[src/rtl/hbus_pkg.sv]
package hbus_pkg;

    typedef enum logic [2:0] {
        ST_IDLE,
        ST_ADDR_TAKEN,
        ST_DATA_PEND,
        ST_ACCESS,
        ST_RELEASE
    } bus_state_t;

endpackage

[src/rtl/hbus_strobe_decode.sv]
module hbus_strobe_decode #(
    parameter int LANES = 2
) (
    input  logic             cs_n,
    input  logic [LANES-1:0] rd_n,
    input  logic [LANES-1:0] wr_n,
    output logic             any_low,
    output logic             start_ok,
    output logic             is_write,
    output logic [LANES-1:0] lane_en
);

    always_comb begin
        any_low  = (~&rd_n) || (~&wr_n);
        start_ok = !cs_n && any_low;
        is_write = ~&wr_n;
        lane_en  = is_write ? ~wr_n : ~rd_n;
    end

endmodule

[src/rtl/hbus_len_timer.sv]
module hbus_len_timer #(
    parameter int BASE_LEN = 13,
    parameter int STEP_LEN = 5,
    parameter int SEL_W    = 2
) (
    input  logic             clk,
    input  logic             rst_n,
    input  logic             start,
    input  logic [SEL_W-1:0] div_sel,
    output logic             met
);

    localparam int MAX_LEN = BASE_LEN + STEP_LEN * ((1 << SEL_W) - 1);
    localparam int CNT_W   = $clog2(MAX_LEN + 1);

    logic [CNT_W-1:0] cnt;
    logic [CNT_W-1:0] limit;

    always_ff @(posedge clk or negedge rst_n) begin
        if (!rst_n) begin
            cnt   <= '0;
            limit <= CNT_W'(BASE_LEN);
        end else if (start) begin
            cnt   <= CNT_W'(1);
            limit <= CNT_W'(BASE_LEN) + CNT_W'(STEP_LEN) * CNT_W'(div_sel);
        end else if (cnt < CNT_W'(MAX_LEN)) begin
            cnt <= cnt + CNT_W'(1);
        end
    end

    assign met = (cnt >= limit);

endmodule

[src/rtl/hbus_data_path.sv]
module hbus_data_path #(
    parameter int DATA_W = 16,
    parameter int ADDR_W = 18
) (
    input  logic                clk,
    input  logic                rst_n,
    input  logic                take_addr,
    input  logic [ADDR_W-1:0]   addr_in,
    input  logic                mem_in,
    input  logic                write_in,
    input  logic [DATA_W/8-1:0] be_in,
    input  logic                take_wdata,
    input  logic [DATA_W-1:0]   wdata_in,
    input  logic                take_rdata,
    input  logic [DATA_W-1:0]   rdata_in,
    output logic [ADDR_W-1:0]   addr_q,
    output logic                mem_q,
    output logic                write_q,
    output logic [DATA_W/8-1:0] be_q,
    output logic [DATA_W-1:0]   wbuf_q,
    output logic [DATA_W-1:0]   rbuf_q
);

    localparam int LANES = DATA_W / 8;

    always_ff @(posedge clk or negedge rst_n) begin
        if (!rst_n) begin
            addr_q  <= '0;
            mem_q   <= 1'b0;
            write_q <= 1'b0;
            be_q    <= '0;
        end else if (take_addr) begin
            addr_q  <= addr_in;
            mem_q   <= mem_in;
            write_q <= write_in;
            be_q    <= be_in;
        end
    end

    for (genvar g = 0; g < LANES; g++) begin : g_lane
        always_ff @(posedge clk or negedge rst_n) begin
            if (!rst_n) begin
                wbuf_q[g*8 +: 8] <= '0;
                rbuf_q[g*8 +: 8] <= '0;
            end else begin
                if (take_wdata)
                    wbuf_q[g*8 +: 8] <= be_q[g] ? wdata_in[g*8 +: 8] : 8'h00;
                if (take_addr)
                    rbuf_q[g*8 +: 8] <= 8'h00;
                else if (take_rdata)
                    rbuf_q[g*8 +: 8] <= be_q[g] ? rdata_in[g*8 +: 8] : 8'h00;
            end
        end
    end

endmodule

[src/rtl/hbus_wait_slave.sv]
module hbus_wait_slave
    import hbus_pkg::*;
#(
    parameter int DATA_W   = 16,
    parameter int ADDR_W   = 18,
    parameter int SEL_W    = 2,
    parameter int BASE_LEN = 13,
    parameter int STEP_LEN = 5
) (
    input  logic                clk,
    input  logic                rst_n,
    input  logic                host_cs_n,
    input  logic [ADDR_W-1:0]   host_addr,
    input  logic                host_mem_sel,
    input  logic [DATA_W/8-1:0] host_rd_n,
    input  logic [DATA_W/8-1:0] host_wr_n,
    input  logic [DATA_W-1:0]   host_wdata,
    output logic [DATA_W-1:0]   host_rdata,
    output logic                host_rdata_oe,
    output logic                host_wait_oe,
    output logic                host_wait_val,
    input  logic [SEL_W-1:0]    clk_div_sel,
    output logic                int_req,
    output logic                int_write,
    output logic                int_mem,
    output logic [ADDR_W-1:0]   int_addr,
    output logic [DATA_W/8-1:0] int_be,
    output logic [DATA_W-1:0]   int_wdata,
    input  logic                int_ack,
    input  logic [DATA_W-1:0]   int_rdata
);

    localparam int LANES = DATA_W / 8;

    bus_state_t       state, nxt;
    logic             ack_seen;
    logic             any_low, start_ok, is_write;
    logic [LANES-1:0] lane_en;
    logic             len_met;
    logic             start_evt, granted;

    hbus_strobe_decode #(.LANES(LANES)) i_decode (
        .cs_n     (host_cs_n),
        .rd_n     (host_rd_n),
        .wr_n     (host_wr_n),
        .any_low  (any_low),
        .start_ok (start_ok),
        .is_write (is_write),
        .lane_en  (lane_en)
    );

    assign start_evt = (state == ST_IDLE) && start_ok;

    hbus_len_timer #(
        .BASE_LEN (BASE_LEN),
        .STEP_LEN (STEP_LEN),
        .SEL_W    (SEL_W)
    ) i_timer (
        .clk     (clk),
        .rst_n   (rst_n),
        .start   (start_evt),
        .div_sel (clk_div_sel),
        .met     (len_met)
    );

    hbus_data_path #(
        .DATA_W (DATA_W),
        .ADDR_W (ADDR_W)
    ) i_data (
        .clk        (clk),
        .rst_n      (rst_n),
        .take_addr  (start_evt),
        .addr_in    (host_addr),
        .mem_in     (host_mem_sel),
        .write_in   (is_write),
        .be_in      (lane_en),
        .take_wdata ((state == ST_DATA_PEND) && int_write),
        .wdata_in   (host_wdata),
        .take_rdata (int_req && int_ack && !int_write),
        .rdata_in   (int_rdata),
        .addr_q     (int_addr),
        .mem_q      (int_mem),
        .write_q    (int_write),
        .be_q       (int_be),
        .wbuf_q     (int_wdata),
        .rbuf_q     (host_rdata)
    );

    assign granted = ack_seen || (int_req && int_ack);

    // state register
    always_ff @(posedge clk or negedge rst_n) begin
        if (!rst_n) begin
            state    <= ST_IDLE;
            ack_seen <= 1'b0;
        end else begin
            state    <= nxt;
            ack_seen <= (state == ST_ACCESS) && granted && (nxt == ST_ACCESS);
        end
    end

    // next state
    always_comb begin
        nxt = state;
        unique case (state)
            ST_IDLE:       if (start_ok) nxt = ST_ADDR_TAKEN;
            ST_ADDR_TAKEN: nxt = ST_DATA_PEND;
            ST_DATA_PEND:  nxt = ST_ACCESS;
            ST_ACCESS:     if (granted && len_met) nxt = ST_RELEASE;
            ST_RELEASE:    if (!any_low) nxt = ST_IDLE;
            default:       nxt = ST_IDLE;
        endcase
    end

    // outputs
    always_comb begin
        host_wait_oe  = 1'b1;
        host_wait_val = 1'b0;
        host_rdata_oe = !int_write;
        int_req       = 1'b0;
        unique case (state)
            ST_IDLE: begin
                host_wait_oe  = 1'b0;
                host_wait_val = 1'b1;
                host_rdata_oe = 1'b0;
            end
            ST_ADDR_TAKEN, ST_DATA_PEND: ;
            ST_ACCESS:  int_req = !ack_seen;
            ST_RELEASE: host_wait_val = 1'b1;
            default: begin
                host_wait_oe  = 1'b0;
                host_rdata_oe = 1'b0;
            end
        endcase
    end

    p_start_r2: assert property (@(posedge clk) disable iff (!rst_n)
        (!host_wait_oe && !host_cs_n && any_low) |=> (host_wait_oe && !host_wait_val));

    p_req_drop_r4: assert property (@(posedge clk) disable iff (!rst_n)
        (int_req && int_ack) |=> !int_req);

    p_wdata_hold_r3: assert property (@(posedge clk) disable iff (!rst_n)
        (int_req && $past(int_req)) |-> $stable(int_wdata));

    p_min_len_r5: assert property (@(posedge clk) disable iff (!rst_n)
        (host_wait_oe && !host_wait_val) |=> (host_wait_val ? len_met : 1'b1));

    p_release_hiz_r6: assert property (@(posedge clk) disable iff (!rst_n)
        (host_wait_oe && host_wait_val && !any_low) |=> (!host_wait_oe && !host_rdata_oe));

    p_hold_high_r9: assert property (@(posedge clk) disable iff (!rst_n)
        (host_wait_oe && host_wait_val && any_low) |=> (host_wait_oe && host_wait_val && !int_req));

    p_attr_stable_r10: assert property (@(posedge clk) disable iff (!rst_n)
        (host_wait_oe && $past(host_wait_oe)) |-> ($stable(int_addr) && $stable(int_write) && $stable(int_mem)));

endmodule

[config.mk]
export PLATFORM = sky130hd
export DESIGN_NAME = hbus_wait_slave
export DESIGN_NICKNAME = d
export VERILOG_FILES = /design/src/rtl/hbus_pkg.sv /design/src/rtl/hbus_strobe_decode.sv /design/src/rtl/hbus_len_timer.sv /design/src/rtl/hbus_data_path.sv /design/src/rtl/hbus_wait_slave.sv
export SDC_FILE = /design/constraint.sdc
export NUM_CORES = 1
export LEC_CHECK = 0
export BUFFER_PORTS_ARGS = -buffer_cell sky130_fd_sc_hd__buf_2
export CORE_AREA = 3 3 95 97
export DETAILED_ROUTE_END_ITERATION = 16
export DIE_AREA = 0 0 98 100
export PLACE_DENSITY = 0.65
export SYNTH_ARGS = -nofsm -noshare
export SYNTH_HDL_FRONTEND = slang
export SYNTH_SLANG_ARGS = --single-unit
[constraint.sdc]
create_clock -name clk -period 2.29 [get_ports clk]
set_clock_uncertainty 0.2 [all_clocks]
set_input_delay 0.5725 -clock clk [delete_from_list [all_inputs] [get_ports clk]]
set_output_delay 0.5725 -clock clk [all_outputs]
set_load 0.01 [all_outputs]
* Word level (Yosys, flattened, before mapping)
Cells that the tools add are included.
Storage, ports and cells: output and inout port bits 58, input bits 61, word-level logic and storage cells 65, register bits after elaboration 68
Cells by class: multiply operators 1, bitwise operators 2, $add $sub $neg 2, reduce and logical (&&, ||, !) cells 22, $lt $le $gt $ge 2, muxes and demuxes 19, eq/ne operators 5
Operators with widths (count):
- 8-bit two-way mux | 8
- 3-bit case mux with 5 select lines | 1
- 5-bit two-way mux | 2
- 3-bit by 2-bit equality test with 1-bit output, second input constant | 3
- 3-bit two-way mux | 3
- 1-bit logical AND | 8
- 4-bit by 5-bit adder with 5-bit output, first input constant | 1
- 5-bit by 1-bit adder with 5-bit output, second input constant | 1
- 5-bit greater-or-equal comparator | 1
- 1-bit zero test | 5
- 5-bit less-than comparator, second input constant | 1
- 3-bit by 2-bit multiplier with 5-bit output, first input constant | 1
- 1-bit two-way mux | 4
- 2-bit NOT | 2
- 2-bit AND reduction | 2
- 2-bit nonzero test | 2
- 4-bit OR reduction | 1
- 3-bit by 1-bit equality test with 1-bit output, second input constant | 1
- 3-bit equality test, second input constant | 1
- 3-bit zero test | 1
- 1-bit logical OR | 2
- 2-bit two-way mux | 1
- 2-bit OR reduction | 1

* Depth between registers and ports, before layout
Gate-level depths: netlist of the first run.
depth in word-level cells 9, gate-level depth with buffers 7, gate-level depth less buffers 6

* Modules after synthesis
From an unflattened synthesis of the first run, not the netlist that was laid out.
Unflattened totals: cell total of the unflattened synthesis 246, area total of the unflattened synthesis 3109.2 µm²
Modules (own cells, without submodules):
- hbus_data_path | cells each 160, area each 2198.4 µm², seq. area each 1351.3 µm², instances 1
- hbus_len_timer | cells each 52, area each 558.0 µm², seq. area each 254.0 µm², instances 1
- hbus_wait_slave | cells each 27, area each 305.3 µm², seq. area each 100.1 µm², instances 1
- hbus_strobe_decode | cells each 7, area each 47.5 µm², seq. area each 0.0 µm², instances 1

* Worst setup path before layout of the first run
No wires, ideal clock.
kind register to output, from reg state[0], to out host_rdata_oe, stages on the path, launching flop included 4, data required time 1.517 ns, path buffers 0, arrival 1.232 ns, path slack 0.286 ns, cell sequence dfrtp_1 nor2_1 xnor2_1 nor2b_1
Between the ends: word-level cells in the longest chain between the ends 3, elaborated cells on any way between the ends 6, those cells by class 4 x eq/ne; 1 x mux; 1 x reduce/logical
RTL lines:
- start, declared | line hbus_wait_slave.sv:35 | bus_state_t state, nxt;
- start signal, assigned | line hbus_wait_slave.sv:97 | state <= nxt;
- 3-bit by 2-bit equality test with 1-bit output (tied with other cells) | line hbus_wait_slave.sv:121 | unique case (state)
- 4-bit OR reduction (no line) *
- 1-bit two-way mux * | line hbus_wait_slave.sv:121
- end, declared | line hbus_wait_slave.sv:19 | output logic host_rdata_oe,
Every way passes the cells marked *; elsewhere a longest branch is shown, timed or not.

* Worst setup path in the final report of the first run
Ends and elaborated chain as after synthesis.

==> metrics, run 1 <==
Port Buffers=118; Int Power=around 0.003 W; Worst-path clk slew=0.07 ns; Reg2Reg Depth=6; register-to-register setup slack=around 0.21 ns; unrepaired setup endpoints after global routing=false; final period utilization=0.939; GR met1 Demand/Resource=0.170; vias per cell=4.60; DR vias=2351; Sw Pwr=0.00178 W; first-pass GRT wire length=approximately 11000 um; met3 usage=0.0382; Synth Area per Inst=10.0 sq um; Combinational Power Share=0.379; largest net degree at the start of global routing=a little under 70; Die Ht=100 um; met2 GRT Util=0.221; number of setup violations in the final report=0; Startpoint Class=flip-flop; die area=approximately 10000 sq um; number of global-route vias before repair=2289; setup repair bufs after CTS=0; hold_ws=roughly 0.054 ns; CTS Buf Count=9; Post-Layout Cell Count=511; DR pass1 iterations=4; synth unique cells=33; switch share=0.377; area delta synth->final=30.6%; CTS tree=done; # diodes=0; Initial Utilization=0.346; cell count after synthesis=284; H-Tree Depth=3; Syn Nets=around 350; synthesized area=2850 sq um; Worst Path Arrival=approximately 1.4 ns; num rows=33; PnR worst setup slack=0.140 ns; sequential power share=0.441; worst hold path type=input pin to asynchronous set/reset pin; final wirelength=around 6600 um; Max clock buf depth=2; synthesized flop and latch total=68; Slew headroom=0.564; nets=approximately 470; status=finished, final reports clean; DP HPWL=4730 um; Power Density=1270 nW/um^2; sequential-to-total area share from yosys stat=0.599; Worst-Margin Slew=0.653 ns; Core Area=8220 sq um; top post-synthesis cells by area=dfrtp_1, nand2_1, a22o_1; post-synth top area cell=dfrtp_1; Total GRT Usage=0.135; crit end category=output port; Clk Latency, worst-skew pair=about 0.32 ns; Slew Viols, Final=0; Final Hold Fails=0; initial antenna violation count=0; Synth top area share=0.572; clock group share of total power=0.181; Fin Setup TNS=0 ns; Fmax achieved=around 470 MHz; worst slack, placed=0.163 ns; Clock Tree Root=clkbuf_8; die extent in x=98 um; Post-Place Cells=496; Static Leak=between 2 and 2.5 nW; Iter 0 DRT Violations=104; RePlAce Congestion=0.779; crit path max fanout=6; Routed WL per cell=12.9 um; share of layout cells above drive strength 1=0.355; warning count from the yosys run=0; Final min period=~2.1 ns; Finished Core Util=0.452; RR Endpoint=state[1]$_DFF_PN0_; CTS sink count=68; io pins=119; WS Path Type=flip-flop to output port; Post-DRT Antenna Nets=0; gr ovfl total=0; VDD IR-drop max=0.513 mV; Max Cap Viol=0; GR peak layer=met2; worst r2r src=i_timer.cnt[0]$_DFFE_PN0P_; DRC Markers=0; Critical Path RT=1.52 ns
## synth_stat cells, drive strengths merged
library cell / instances
nor3b: 1
a32o: 1
a21oi: 1
nor2: 9
nor4: 2
o21ai: 22
a31oi: 5
nand3: 2
nand4: 1
nand2: 99
a22o: 17
a211oi: 1
o211ai: 1
dfstp: 3
a21o: 1
o31ai: 1
nor2b: 2
buf: 9
inv: 9
a2111oi: 1
and2: 3
xnor2: 2
nand2b: 4
nor3: 5
clkbuf: 7
ha: 8
mux2i: 1
nand3b: 1
dfrtp: 65
## cells in the final DEF, fill, tap and decap left out, drive strengths merged, types with 2 or more instances in the layout
cell    Yosys  final
a31oi       5      5
nor3        5      5
nand2b      4      4
clkbuf      7     13
and2        3      3
dfstp       3      3
dfrtp      65     65
nor4        2      2
o21ai      22     22
ha          8      8
xnor2       2      2
clkinv      0      2
a22o       17     17
nand2      99     99
inv         9      9
buf         9    123
nor2        9      9
nor2b       2      2
nand3       2      2
## area by class of cell
| class | count | area (sq um) |
|---|---|---|
| fillers | 828 | 4500 |
| clock inverters | 2 | 10.0 |
| inverters | 9 | 33.8 |
| flip-flops and latches | 68 | 1710 |
| clock buffers | 13 | 159 |
| repair buffers | 123 | 641 |
| well taps | 105 | 131 |
| multi-input cells | 191 | 1030 |
## kinds of logic after synthesis
kind of cell | Yosys count | synth area share
buffers and inverters | 25 | 0.0400
DFF | 68 | 0.599
adders and majority gates | 8 | 0.0352
xor gates and xnor gates | 2 | 0.00616
muxes | 1 | 0.00352
AOI/OAI and AO/OA | 51 | 0.121
and+or+nand+nor | 129 | 0.195
## metal layers
metal  wire length (um)  vias to the layer above
li1                   -                     1175
met1               2830                     1087
met2               3190                       83
met3                525                        6
met4                 70                        0
met5                  0                        -
## metrics by stage
step           total power, W  area [sq um]
2_1_floorplan         0.00317          2850
3_3_place_gp          0.00384          3540
3_5_place_dp          0.00391          3540
4_1_cts               0.00480          3710
5_1_grt               0.00513          3710
6_report              0.00473          3710
## sequential cells by signal, summed over array words and instances (netlist names)
name            flops
i_data.be_q         2
ack_seen            1
i_data.mem_q        1
state               3
i_data.write_q      1
i_timer.limit       5
i_data.rbuf_q      16
i_data.addr_q      18
i_timer.cnt         5
i_data.wbuf_q      16
## critical path, cell delays in order (launching register included)
cell,delay (ns)
dfrtp_2,0.48
nor2_4,0.17
xnor2_1,0.14
nor2b_1,0.14
buf_2,0.13
## power by group through the flow
stage	clock (W)	combinational, W	sequential (W)
3_5_place_dp	0	0.00183	0.00209
4_1_cts	0.000890	0.00183	0.00208
6_report	0.000854	0.00179	0.00209
3_3_place_gp	0	0.00176	0.00208
5_1_grt	0.000933	0.00203	0.00216
2_1_floorplan	0	0.000993	0.00218
## how the worst max path moves through the flow
stage | start | to | slack [ns] | cells past startpoint
global placement | host_wr_n[1] | i_data.rbuf_q[0]$_DFFE_PN0P_ | 0.20 | 5
finish | state[0]$_DFF_PN0_ | host_rdata_oe | 0.14 | 4
CTS | state[0]$_DFF_PN0_ | host_rdata_oe | 0.04 | 4
floorplan | state[0]$_DFF_PN0_ | host_rdata_oe | 0.29 | 3
detailed placement | host_wr_n[1] | i_data.rbuf_q[15]$_DFFE_PN0P_ | 0.16 | 5
global route | state[0]$_DFF_PN0_ | host_rdata_oe | 0.003 | 4
## timing repair
action,4_1_cts,5_1_grt
endpoints found under the setup margin,1,1
hold buffers,0,0
gates resized for setup,1,2
(Power assumes the default switching activity.)
==> run 2: changes to the inputs <==
- CTS_CLUSTER_SIZE: default -> 12
- REMOVE_ABC_BUFFERS: default -> 1
==> run 2 against run 1 <==
Effect of this change:
- worst setup slack worse by 0.021 ns
- first-iteration DRC count decreased by 15%
- count of clock-buffer cells in the layout shrank 2
- highest routed layer unchanged
- register-to-register slack lost 0.04 ns
- critical endpoint unchanged
==> metrics, run 2 (synthesis gave the netlist of run 1 again) <==
crit end category=output port; hold_ws=0.0231 ns; Clock Tree Root=clkbuf_8; Worst-Margin Slew=0.634 ns; CTS sink count=68; DR vias=2381; Slew Viols, Final=0; die extent in x=98 um; num rows=33; final wirelength=6620 um; gr ovfl total=0; worst hold path type=input pin to asynchronous set/reset pin; number of setup violations in the final report=0; Total GRT Usage=0.138; Static Leak=2.03 nW; Worst Path Arrival=1.40 ns; Power Total=0.00477 W; Worst-path clk slew=0.08 ns; Largest register FFs=18; Most flops, register=i_data.addr_q; Power Density=1270 nW/um^2; Port Buffers=118; Critical Path RT=1.52 ns; Clk Latency, worst-skew pair=~0.33 ns; number of global-route vias before repair=2299; largest net degree at the start of global routing=33; largest delay contributor family on the critical path=flip-flops; status=finished, final reports clean; Seq. cell area=about 1700 sq um; # diodes=0; RePlAce Congestion=0.785; CP max stage delay=0.48 ns; CTS Buf Count=9; Startpoint Class=flip-flop; Post-DRT Antenna Nets=0; die area=approximately 9800 sq um; commonest non-fill, non-tap cell in the layout=buf_2; commonest cells after routing, fill and taps aside=buf_2, nand2_1, dfrtp_1, o21ai_0, a22o_1; Final Hold Fails=0; area delta synth->final=31.9%; Initial Utilization=0.346; final period utilization=0.948; WS Path Type=flip-flop to output port; setup repair bufs after CTS=0; Final min period=2.17 ns; io pins=roughly 120; Worst Setup SP=state[0]$_DFF_PN0_; Max Cap Viol=0; Slew headroom=0.577; initial antenna violation count=0; Reg2Reg Depth=6; Fin Setup TNS=0 ns; register-to-register setup slack=0.17 ns; vias per cell=4.64; Multi-input gate area=~1000 sq um; DP HPWL=4900 um; Regs by FF count=i_data.addr_q: 18 flops, i_data.rbuf_q: 16 flops, i_data.wbuf_q: 16 flops; Max clock buf depth=2; DRC Markers=0; PnR worst setup slack=between 0.1 and 0.15 ns; worst r2r src=i_timer.cnt[0]$_DFFE_PN0P_; Iter 0 DRT Violations=a little under 90; share of layout cells above drive strength 1=0.360; H-Tree Depth=3; # fillers=around 810; Core Area=around 8200 sq um; Die Ht=approximately 100 um; Finished Core Util=0.457; DR pass1 iterations=4; worst slack, placed=0.158 ns; RR Endpoint=state[2]$_DFF_PN0_; critical path depth=4; critical path cell sequence=nor2_4 > xnor2_1 > nor2b_1 > buf_2; nets=472; first-pass GRT wire length=10900 um; Routed WL per cell=12.9 um; Buf/Inv on CP=1; Crit-path slowest cell=dfrtp_1; Fmax achieved=about 460 MHz; CTS tree=done; VDD IR-drop max=0.498 mV; crit path max fanout=6
[run 2: cell count changes in the layout (fill, tap and decap cells not counted)]
cell	before	now
dfrtp_2	1	0
dfrtp_1	64	65
clkinvlp_4	0	3
clkinv_4	0	1
clkbuf_1	2	0
buf_12	1	2
clkinv_2	2	1
[run 2: worst max path at each step]
| stage | endpoint | slack (ns) |
|---|---|---|
| after floorplan | i_data.rbuf_q[0]$_DFFE_PN0P_ | 0.08 |
| after global placement | i_data.rbuf_q[6]$_DFFE_PN0P_ | 0.21 |
| after detailed placement | state[2]$_DFF_PN0_ | 0.16 |
| after CTS | host_rdata_oe | 0.05 |
| after global routing | host_rdata_oe | -0.001 |
| final | host_rdata_oe | 0.12 |
[run 2: cell type report]
class | count | area share
clock buffers | 11 | 0.0403
inverters | 9 | 0.00900
flip-flops and latches | 68 | 0.454
multi-input cells | 191 | 0.275
well taps | 105 | 0.0350
repair buffers | 124 | 0.176
clock inverters | 5 | 0.00967
[run 2: timing repair]
action / 4_1_cts / 5_1_grt
resized for setup: 1 / 1
hold endpoints to repair: 0 / 0
pin swaps: 0 / 0
hold buffers: 0 / 0
endpoints found under the setup margin: 1 / 1
[run 2: power breakdown]
group,total [W],switching [W],internal [W]
sequential,0.00210,0.000392,0.00170
combinational,0.00177,0.000977,0.000793
clock,0.000904,0.000452,0.000452
[run 2: layer usage]
| metal | GRT usage | up-vias | wire [um] |
|---|---|---|---|
| li1 | - | 1178 | - |
| met1 | 0.175 | 1106 | 2940 |
| met2 | 0.225 | 88 | 3110 |
| met3 | 0.0341 | 9 | 481 |
| met4 | 0.0586 | 0 | 85 |
| met5 | 0 | - | 0 |
[run 2: per-stage QoR]
stage                     instances  instance area, sq um
after global placement          497                  3560
after CTS                       513                  3750
after global routing            513                  3750
final                           513                  3750
after floorplan                 268                  2770
after detailed placement        497                  3560
==> run 3: changes to the inputs <==
- RECOVER_POWER: default -> 50
==> run 3 against run 2 <==
Effect of this change:
- cell area fell by 2.2%
- hold slack better by 0.20 ns
- non-clock buffer count unchanged
- die area did not move
- combinational power is 3% lower
- final cell count stayed put
- global-route usage stayed put
- register-to-register slack barely moved
- sequential power is essentially flat
- fmax increased by 1.2%
- first-iteration DRC count grew 8.0%
- worst setup slack gained 0.026 ns
- largest cell class unchanged
==> metrics, run 3 (synthesis gave the netlist of run 1 again) <==
Slew Viols, Final=0; io pins=around 120; setup repair bufs after CTS=0; DR pass1 iterations=4; CP max stage delay=0.46 ns; initial antenna violation count=0; Die Ht=100 um; gr ovfl total=0; switch share=0.385; Clk Latency, worst-skew pair=roughly 0.33 ns; # fillers=825; crit end category=output port; Port Buffers=118; Worst-Margin Slew=roughly 1.2 ns; Crit-path slowest cell=dfrtp_1; CTS tree=done; VDD IR-drop max=0.495 mV; CTS Buf Count=9; die area=9800 sq um; Core Area=between 8000 and 9000 sq um; Startpoint Class=flip-flop; Routed WL per cell=12.9 um; share of layout cells above drive strength 1=0.299; Worst-path clk slew=~0.07 ns; WS Path Type=flip-flop to output port; # diodes=0; CTS sink count=68; num rows=33; Initial Utilization=0.346; sequential power share=0.445; placed cell area=3560 sq um; Fin Setup TNS=0 ns; DP HPWL=4900 um; Final Hold Fails=0; final wirelength=6640 um; commonest non-fill, non-tap cell in the layout=nand2_1; crit path max fanout=6; hold_ws=between 0.2 and 0.25 ns; area delta synth->final=29.0%; number of setup violations in the final report=0; Power Density=approximately 1300 nW/um^2; worst hold path type=input pin to flip-flop; final instance area=approximately 3700 sq um; vias per cell=4.63; number of global-route vias before repair=2299; final period utilization=0.936; Largest register FFs=18; Max clock buf depth=2; Max Cap Viol=0; Regs by FF count=i_data.addr_q: 18 flops, i_data.rbuf_q: 16 flops, i_data.wbuf_q: 16 flops; Clock Tree Root=clkbuf_8; H-Tree Depth=3; DR vias=2373; Critical Path RT=about 1.5 ns; Total GRT Usage=0.138; Sw Pwr=0.00181 W; die extent in x=roughly 98 um; first-pass GRT wire length=10900 um; status=finished, final reports clean; Most flops, register=i_data.addr_q; unrepaired setup endpoints after global routing=false; Iter 0 DRT Violations=95; Int Power=0.00289 W; commonest cells after routing, fill and taps aside=nand2_1, buf_2, dfrtp_1, clkbuf_1, o21ai_0; DRC Markers=0; Fmax achieved=466 MHz; clock group share of total power=0.191; Final min period=2.14 ns; largest net degree at the start of global routing=33; RePlAce Congestion=0.785; Static Leak=1.93 nW; Combinational Power Share=0.364; Worst Path Arrival=1.37 ns; Post-DRT Antenna Nets=0; Slew headroom=0.212; nets=472; register-to-register setup slack=0.17 ns; critical path cell sequence=nor2_4 > xnor2_1 > nor2b_1 > buf_2
-- run 3: cell count changes in the layout (fill, tap and decap cells not counted), sizes merged --
| cell | change |
|---|---|
| buf | -28 |
| clkbuf | +28 |
-- run 3: critical path, delay by kind of cell (launching register included) --
family | cells | cell delay [ns]
and+or+nand+nor | 2 | 0.31
DFF | 1 | 0.46
xor gates and xnor gates | 1 | 0.13
buffers and inverters | 1 | 0.13
-- run 3: final cells by class --
class	count	area, sq um	share of cell area
tap	105	131	0.0358
inverter	9	33.8	0.00921
multi-input combinational	191	1020	0.278
sequential	68	1710	0.465
timing repair buffer	124	593	0.162
clock buffer	11	151	0.0413
clock inverter	5	36.3	0.00989
-- run 3: final timing paths --
kind                                              start                      endpoint  depth (start not counted)
max                                  state[0]$_DFF_PN0_                 host_rdata_oe                          4
min                                        host_addr[5]  i_data.addr_q[5]$_DFFE_PN0P_                          3
max reg2reg                  i_timer.cnt[0]$_DFFE_PN0P_            state[2]$_DFF_PN0_                          6
min reg2reg                i_data.addr_q[0]$_DFFE_PN0P_  i_data.addr_q[0]$_DFFE_PN0P_                          2
max in group asynchronous                         rst_n  i_data.rbuf_q[2]$_DFFE_PN0P_                          2
min in group asynchronous                         rst_n  i_data.wbuf_q[9]$_DFFE_PN0P_                          1
-- run 3: timing repair --
item                                    in CTS  in global routing
hold buffers                                 0                  0
endpoints found under the setup margin       1                  1
resized for setup                            1                  1
-- run 3: metrics by stage --
step           total power [W]  utilization  worst slack, ns  std cells
4_1_cts                0.00485        0.456           0.0527        513
3_5_place_dp           0.00391        0.433            0.158        497
2_1_floorplan          0.00311            -           0.0788        268
6_report               0.00470        0.447            0.146        513
3_3_place_gp           0.00383        0.433            0.207        497
5_1_grt                0.00510        0.447           0.0311        513
-- run 3: per-layer routing --
layer  track usage  wire length [um]  up-vias
li1              -                 -     1181
met1         0.175              2960     1100
met2         0.225              3110       81
met3        0.0341               471       11
met4        0.0586                97        0
met5             0                 0        -
-- run 3: power groups by stage --
| stage | combinational, W | clock [W] | sequential [W] |
|---|---|---|---|
| global route | 0.00196 | 0.000978 | 0.00217 |
| finish | 0.00171 | 0.000900 | 0.00209 |
| global placement | 0.00174 | 0 | 0.00209 |
| CTS | 0.00181 | 0.000942 | 0.00209 |
| floorplan | 0.000892 | 0 | 0.00222 |
| detailed placement | 0.00180 | 0 | 0.00210 |
